===== src/rtl/tsm_pkg.sv =====
package tsm_pkg;

    // One assignment entry: enable flag plus slot or sub-slot number
    typedef struct packed {
        logic       en;
        logic [7:0] num;
    } asg_t;

    // Entry kinds within one line; address = line * KINDS + kind
    typedef enum logic [2:0] {
        K_CAP_B1 = 3'd0,
        K_CAP_B2 = 3'd1,
        K_CAP_D  = 3'd2,
        K_DRV_B1 = 3'd3,
        K_DRV_B2 = 3'd4,
        K_DRV_D  = 3'd5
    } asg_kind_e;

    localparam int KINDS = 6;

    // True when bit position pos lies in the unit the entry names,
    // and that unit fits completely inside limit_bits.
    // sh = log2 of the unit size in bits (3 for bytes, 1 for pairs).
    function automatic logic unit_hit(asg_t a, int unsigned pos, int unsigned sh,
                                      int unsigned limit_bits);
        int unsigned idx;
        idx = pos >> sh;
        return a.en && (32'(a.num) == idx) && (((idx + 1) << sh) <= limit_bits);
    endfunction

endpackage


===== src/rtl/tsm_timebase.sv =====
module tsm_timebase #(
    parameter int MAX_BITS = 512,
    parameter int CW       = 10
) (
    input  logic          clk,
    input  logic          rst,
    input  logic          bclk,
    input  logic          fsync,
    output logic          fall_stb,
    output logic          drv_stb,
    output logic          frame_go,
    output logic          seen,
    output logic [CW-1:0] bit_cnt,
    output logic [CW-1:0] frame_bits
);
    localparam logic [CW-1:0] IDLE = CW'(MAX_BITS);

    logic bclk_q;
    logic fs_q;
    logic rise;

    assign rise     = bclk & ~bclk_q;
    assign fall_stb = ~bclk & bclk_q;
    assign frame_go = rise & fsync & ~fs_q;

    always_ff @(posedge clk) begin
        if (rst) begin
            bclk_q     <= 1'b0;
            fs_q       <= 1'b0;
            drv_stb    <= 1'b0;
            seen       <= 1'b0;
            bit_cnt    <= IDLE;
            frame_bits <= IDLE;
        end else begin
            bclk_q  <= bclk;
            drv_stb <= rise;
            if (rise) begin
                fs_q <= fsync;
                if (frame_go) begin
                    bit_cnt <= '0;
                    seen    <= 1'b1;
                    if (seen)
                        frame_bits <= (bit_cnt == IDLE) ? IDLE : bit_cnt + 1'b1;
                end else if (bit_cnt != IDLE) begin
                    bit_cnt <= bit_cnt + 1'b1;
                end
            end
        end
    end

    // a frame start puts the counter on bit zero
    p_frame_zero_r2: assert property (@(posedge clk) disable iff (rst)
        frame_go |=> (bit_cnt == '0));

    // each non-start rise advances one bit until the end of the frame
    p_count_step_r2: assert property (@(posedge clk) disable iff (rst)
        (rise && !frame_go && bit_cnt != IDLE) |=> (bit_cnt == $past(bit_cnt) + 1'b1));

    // the count moves only on a bit-clock rise
    p_count_quiet_r2: assert property (@(posedge clk) disable iff (rst)
        !rise |=> $stable(bit_cnt));

endmodule


===== src/rtl/tsm_capture.sv =====
module tsm_capture
    import tsm_pkg::*;
#(
    parameter int LINES = 4,
    parameter int CW    = 10
) (
    input  logic                 clk,
    input  logic                 rst,
    input  logic                 fall_stb,
    input  logic                 frame_go,
    input  logic                 seen,
    input  logic [CW-1:0]        bit_cnt,
    input  logic [CW-1:0]        frame_bits,
    input  logic                 ser_b_in,
    input  logic                 ser_d_in,
    input  asg_t                 regs [LINES*KINDS],
    output logic [LINES*16-1:0]  par_b_cap,
    output logic [LINES*2-1:0]   par_d_cap,
    output logic                 par_valid
);
    localparam int NB = LINES * 2;

    logic [7:0] b_sh   [NB];
    logic [7:0] b_hold [NB];
    logic [1:0] d_sh   [LINES];
    logic [1:0] d_hold [LINES];

    for (genvar c = 0; c < NB; c++) begin : g_b
        localparam int RI = (c / 2) * KINDS + int'(K_CAP_B1) + (c % 2);
        always_ff @(posedge clk) begin
            if (rst) begin
                b_sh[c]   <= '0;
                b_hold[c] <= '0;
            end else begin
                if (fall_stb && unit_hit(regs[RI], 32'(bit_cnt), 3, 32'(frame_bits)))
                    b_sh[c] <= {b_sh[c][6:0], ser_b_in};
                if (frame_go)
                    b_hold[c] <= b_sh[c];
            end
        end
        assign par_b_cap[c*8 +: 8] = b_hold[c];
    end

    for (genvar l = 0; l < LINES; l++) begin : g_d
        localparam int RI = l * KINDS + int'(K_CAP_D);
        always_ff @(posedge clk) begin
            if (rst) begin
                d_sh[l]   <= '0;
                d_hold[l] <= '0;
            end else begin
                if (fall_stb && unit_hit(regs[RI], 32'(bit_cnt), 1, 32'(frame_bits)))
                    d_sh[l] <= {d_sh[l][0], ser_d_in};
                if (frame_go)
                    d_hold[l] <= d_sh[l];
            end
        end
        assign par_d_cap[l*2 +: 2] = d_hold[l];
    end

    always_ff @(posedge clk) begin
        if (rst) par_valid <= 1'b0;
        else     par_valid <= frame_go & seen;
    end

    // the valid strobe lasts a single clock
    p_valid_single_r10: assert property (@(posedge clk) disable iff (rst)
        par_valid |=> !par_valid);

    // delivered bytes change only at a frame start
    p_b_hold_r4: assert property (@(posedge clk) disable iff (rst)
        !frame_go |=> $stable(par_b_cap));

    // delivered pairs change only at a frame start
    p_d_hold_r6: assert property (@(posedge clk) disable iff (rst)
        !frame_go |=> $stable(par_d_cap));

endmodule


===== src/rtl/tsm_driver.sv =====
module tsm_driver
    import tsm_pkg::*;
#(
    parameter int LINES = 4,
    parameter int CW    = 10
) (
    input  logic                 clk,
    input  logic                 rst,
    input  logic                 drv_stb,
    input  logic                 frame_go,
    input  logic [CW-1:0]        bit_cnt,
    input  logic [CW-1:0]        frame_bits,
    input  asg_t                 regs [LINES*KINDS],
    input  logic [LINES*16-1:0]  par_b_drv,
    input  logic [LINES*2-1:0]   par_d_drv,
    output logic                 ser_b_out,
    output logic                 ser_b_oe,
    output logic                 ser_d_out,
    output logic                 ser_d_oe
);
    localparam int NB = LINES * 2;

    logic [LINES*16-1:0] b_lat;
    logic [LINES*2-1:0]  d_lat;
    logic                b_any, b_bit, d_any, d_bit;

    always_ff @(posedge clk) begin
        if (rst) begin
            b_lat <= '0;
            d_lat <= '0;
        end else if (frame_go) begin
            b_lat <= par_b_drv;
            d_lat <= par_d_drv;
        end
    end

    // Scan from the highest claimant down so the lowest one is kept
    always_comb begin
        b_any = 1'b0;
        b_bit = 1'b0;
        for (int c = NB - 1; c >= 0; c--) begin
            if (unit_hit(regs[(c / 2) * KINDS + int'(K_DRV_B1) + (c % 2)],
                         32'(bit_cnt), 3, 32'(frame_bits))) begin
                b_any = 1'b1;
                b_bit = b_lat[c*8 + 7 - int'(bit_cnt[2:0])];
            end
        end
        d_any = 1'b0;
        d_bit = 1'b0;
        for (int l = LINES - 1; l >= 0; l--) begin
            if (unit_hit(regs[l * KINDS + int'(K_DRV_D)],
                         32'(bit_cnt), 1, 32'(frame_bits))) begin
                d_any = 1'b1;
                d_bit = d_lat[l*2 + 1 - int'(bit_cnt[0])];
            end
        end
    end

    always_ff @(posedge clk) begin
        if (rst) begin
            ser_b_oe  <= 1'b0;
            ser_b_out <= 1'b0;
            ser_d_oe  <= 1'b0;
            ser_d_out <= 1'b0;
        end else if (drv_stb) begin
            ser_b_oe  <= b_any;
            ser_b_out <= b_any & b_bit;
            ser_d_oe  <= d_any;
            ser_d_out <= d_any & d_bit;
        end
    end

    // serial outputs move only after a bit-clock rise
    p_out_on_rise_r3: assert property (@(posedge clk) disable iff (rst)
        !drv_stb |=> ($stable(ser_b_oe) && $stable(ser_b_out) &&
                      $stable(ser_d_oe) && $stable(ser_d_out)));

    // no drive beyond the previous frame length
    p_limit_idle_r9: assert property (@(posedge clk) disable iff (rst)
        (drv_stb && bit_cnt >= frame_bits) |=> (!ser_b_oe && !ser_d_oe));

    // an undriven output stays low
    p_quiet_low_r7: assert property (@(posedge clk) disable iff (rst)
        (!ser_b_oe |-> !ser_b_out) and (!ser_d_oe |-> !ser_d_out));

endmodule


===== src/rtl/tdm_slot_mapper.sv =====
module tdm_slot_mapper
    import tsm_pkg::*;
#(
    parameter int LINES     = 4,
    parameter int MAX_SLOTS = 64,
    localparam int MAX_BITS = MAX_SLOTS * 8,
    localparam int CW       = $clog2(MAX_BITS + 1),
    localparam int NREG     = LINES * KINDS,
    localparam int AW       = $clog2(NREG)
) (
    input  logic                 clk,
    input  logic                 rst,
    input  logic                 bclk,
    input  logic                 fsync,
    input  logic                 ser_b_in,
    input  logic                 ser_d_in,
    output logic                 ser_b_out,
    output logic                 ser_b_oe,
    output logic                 ser_d_out,
    output logic                 ser_d_oe,
    input  logic                 cfg_we,
    input  logic [AW-1:0]        cfg_addr,
    input  logic [8:0]           cfg_wdata,
    input  logic [LINES*16-1:0]  par_b_drv,
    input  logic [LINES*2-1:0]   par_d_drv,
    output logic [LINES*16-1:0]  par_b_cap,
    output logic [LINES*2-1:0]   par_d_cap,
    output logic                 par_valid
);
    asg_t          regs [NREG];
    logic          fall_stb, drv_stb, frame_go, seen;
    logic [CW-1:0] bit_cnt, frame_bits;

    always_ff @(posedge clk) begin
        for (int i = 0; i < NREG; i++) begin
            if (rst)
                regs[i] <= '0;
            else if (cfg_we && cfg_addr == AW'(i))
                regs[i] <= cfg_wdata;
        end
    end

    tsm_timebase #(.MAX_BITS(MAX_BITS), .CW(CW)) u_tb (
        .clk(clk), .rst(rst), .bclk(bclk), .fsync(fsync),
        .fall_stb(fall_stb), .drv_stb(drv_stb), .frame_go(frame_go),
        .seen(seen), .bit_cnt(bit_cnt), .frame_bits(frame_bits)
    );

    tsm_capture #(.LINES(LINES), .CW(CW)) u_cap (
        .clk(clk), .rst(rst), .fall_stb(fall_stb), .frame_go(frame_go),
        .seen(seen), .bit_cnt(bit_cnt), .frame_bits(frame_bits),
        .ser_b_in(ser_b_in), .ser_d_in(ser_d_in), .regs(regs),
        .par_b_cap(par_b_cap), .par_d_cap(par_d_cap), .par_valid(par_valid)
    );

    tsm_driver #(.LINES(LINES), .CW(CW)) u_drv (
        .clk(clk), .rst(rst), .drv_stb(drv_stb), .frame_go(frame_go),
        .bit_cnt(bit_cnt), .frame_bits(frame_bits), .regs(regs),
        .par_b_drv(par_b_drv), .par_d_drv(par_d_drv),
        .ser_b_out(ser_b_out), .ser_b_oe(ser_b_oe),
        .ser_d_out(ser_d_out), .ser_d_oe(ser_d_oe)
    );

    // delivery strobe only at a frame start that has a predecessor
    p_valid_at_start_r10: assert property (@(posedge clk) disable iff (rst)
        par_valid |-> $past(frame_go));

endmodule


===== config.mk =====
export PLATFORM = sky130hd
export DESIGN_NAME = tdm_slot_mapper
export DESIGN_NICKNAME = d
export VERILOG_FILES = /design/src/rtl/tsm_pkg.sv /design/src/rtl/tsm_timebase.sv /design/src/rtl/tsm_capture.sv /design/src/rtl/tsm_driver.sv /design/src/rtl/tdm_slot_mapper.sv
export SDC_FILE = /design/constraint.sdc
export NUM_CORES = 1
export LEC_CHECK = 0
export BUFFER_PORTS_ARGS = -buffer_cell sky130_fd_sc_hd__buf_2
export CAP_MARGIN = 15
export CORE_MARGIN = 2
export CORE_UTILIZATION = 64
export CTS_CLUSTER_DIAMETER = 50
export DETAILED_ROUTE_END_ITERATION = 8
export GPL_TIMING_DRIVEN = 1
export PLACE_DENSITY = 0.88
export SYNTH_ARGS = -nofsm -noshare
export SYNTH_HDL_FRONTEND = slang
export SYNTH_SLANG_ARGS = --single-unit

===== constraint.sdc =====
create_clock -name clk -period 9.56 [get_ports clk]
set_input_delay 0.478 -clock clk [delete_from_list [all_inputs] [get_ports clk]]
set_output_delay 0.478 -clock clk [all_outputs]
set_load 0.02 [all_outputs]

==> run metrics <==
largest fanout on the critical path 19; DP Worst Slack 5130 ps; vias 15.2k; Max clock buf depth 3; nets 2,231; HP Class primary input to register; synthesized flop and latch total 461; worst-skew pair later-pin latency 550 ps; largest cells by area after synthesis dfxtp_1 31%, edfxtp_1 21%, mux2i_1 8.9%, xor2_1 5.6%, nand2_1 4.4%; Data required, critical path 9720 ps; DRC violations left 0; PnR Total Power 4.22 mW; Die X 182 µm; area of the core 31,500 µm²; P per Cell Area 184 nW/µm²; Critical Path AT 4650 ps; largest net degree at the start of global routing 117; WL per Instance 18.9 µm; crit end category register; post-cts sizing count 0; Synth async-reset ratio 0%; Fin Clk Skew 18.9 ps; Fmax achieved 0.223 GHz; Via density 5.95; antenna violations before repair 0; max-cap violations 0; Mapped Area 20,400 µm²; Leak 9.91 nW; post-placement cell area 21,400 µm²; Final ANT Viol Nets 0; top cell type's share of synthesized area 31.2%; Setup violations, final 0; Max IR drop VDD 0.134 mV; Yosys warnings 0; hold_buf cts 0; GPL Wtd Cong 0.890; register area share after synthesis 52.4%; status finished, final reports clean; IO buf count 169; DRT Wirelength 48.3 mm; Final HPWL DP 30.0 mm; die area 33,200 µm²; IO Count 170; drt first pass iters 5; post-route design area 23,000 µm²; Setup CP Type register to register; RSZ-0062 raised after global routing no; Post-CTS Setup Bufs 0; # H-tree levels 2; Slew Limit Fails 0; share of cells above drive strength 1 14.4%; gr ovfl total 0; worst slew pin tran 1170 ps; CTS clk-pin slew, worst paths 60 ps; TNS Setup 0 ps; CTS Sinks 461; Max transition margin 22.0%; minimum clock period 4490 ps; Avg Inst Size Synth 10.1 µm²; clock tree from TritonCTS done; starting density of the core 64.7%; fin crit share 47.0%; GRT Resource Usage Total 28.7%; Mapped Cells 2,020; first-pass GRT wire length 77.1 mm; EDFF count, synth 144; Diodes inserted 0; CP startpoint kind register; ys flop type dfxtp_1; row cnt 65; CTS buffer count 48; Iteration-0 DRC Markers 1,291; Post-Syn Nets 2,133; final hold violations 0; DIE HEIGHT 182 µm; synth unique cells 54; Final WS setup 5070 ps; Clock Tree Root clkbuf_16; Synth area leader dfxtp_1; vias in the first global route 15.0k; Syn-to-layout area delta 12.9%
[flip-flops by register name, summed over array words and instances, names as in the netlist]
name and flops:
u_cap.d_sh 8, u_tb.seen 1, u_tb.drv_stb 1, u_tb.fs_q 1, u_drv.ser_d_out 1, u_tb.bclk_q 1, u_cap.par_valid 1, u_drv.ser_b_out 1
regs 216, u_tb.frame_bits 10, u_cap.d_hold 8, u_tb.bit_cnt 10, u_drv.d_lat 8, u_drv.ser_d_oe 1, u_drv.b_lat 64, u_cap.b_sh 64
u_cap.b_hold 64, u_drv.ser_b_oe 1
[kinds of logic after synthesis]
logic type | synth area share [%]
adders and majority gates | 1.23
muxes | 10.8
buffers and inverters | 3.17
and+or+nand+nor | 19.1
AOI/OAI and AO/OA | 4.52
DFF | 52.4
xor gates and xnor gates | 8.78
[final cells by class]
type / count / area [µm²]
repair buffers: 193 / 1040
multi-input cells: 1396 / 9070
fillers: 2095 / 8500
clock buffers: 71 / 1430
well taps: 402 / 503
inverters: 18 / 67.6
flip-flops and latches: 461 / 10700
clock inverters: 15 / 193
[per-layer routing]
| metal | track usage (%) | wire [µm] | vias up |
|---|---|---|---|
| li1 | - | - | 7110 |
| met2 | 50.5 | 23800 | 614 |
| met3 | 4.31 | 2960 | 129 |
| met5 | 0 | 0 | - |
| met1 | 36.0 | 19900 | 7363 |
| met4 | 10.4 | 1570 | 0 |
[where the power goes]
part / leakage, nW / switching [mW] / internal, mW / total, mW
Sequential: 4.07 / 0.0230 / 2.07 / 2.09
Clock: 0.792 / 0.749 / 1.14 / 1.89
Combinational: 5.05 / 0.169 / 0.0722 / 0.241
Total: 9.91 / 0.941 / 3.28 / 4.22
[synthesized netlist by cell type (all sizes together), types with 24 or more instances]
| library cell | instances |
|---|---|
| dfxtp | 317 |
| nand2 | 238 |
| nor2 | 221 |
| mux2i | 180 |
| edfxtp | 144 |
| xor2 | 130 |
| a21oi | 129 |
| clkbuf | 108 |
| and3 | 80 |
| xnor2 | 74 |
| nand3 | 67 |
| and2 | 66 |
| buf | 37 |
| nor4 | 32 |
| nor3 | 24 |
[cell usage in the layout, fill, tap and decap left out, drive strengths merged, types with 3 or more instances in the layout]
cell type / count
edfxtp: 144
and2: 66
ha: 20
and3: 80
nand3: 67
xnor2: 74
bufinv: 4
buf: 193
nand2b: 13
clkbuf: 71
nor3: 24
mux2: 3
inv: 17
o21ai: 15
nor2: 221
mux4: 16
clkinv: 11
nand4: 23
dfxtp: 317
a21oi: 129
or3: 3
nor4: 32
mux2i: 180
nand2: 238
nor2b: 10
nor3b: 20
a211oi: 7
xor2: 130
[worst max-delay path, stage by stage (launching register included)]
cell and delay (ps):
dfxtp_2 550, buf_4 420, ha_1 320, and3_1 280, and3_1 270, xnor2_1 170, ha_1 300, a211oi_1 210
o21ai_0 130, o21ai_2 210, nand3_4 270, o21ai_0 960
[final timing paths]
check	end	slack, ps	from	depth (start not counted)
min reg2reg	u_tb.drv_stb	450	u_tb.bclk_q	1
max reg2reg	u_cap.b_sh[1][1]	5070	u_tb.bit_cnt[4]	11
max	u_cap.b_sh[1][1]	5070	u_tb.bit_cnt[4]	11
min	u_drv.b_lat[19]	170	par_b_drv[19]	3
[per-stage QoR]
stage / utilization (%) / instances / hold slack, ps
after global placement: 67.8 / 2470 / 433
after CTS: 73.0 / 2556 / 156
after global routing: 73.0 / 2556 / 163
after floorplan: - / 2020 / 420
after detailed placement: 67.8 / 2470 / 444
final: 73.0 / 2556 / 167
Power figures use the tool's default switching activity.
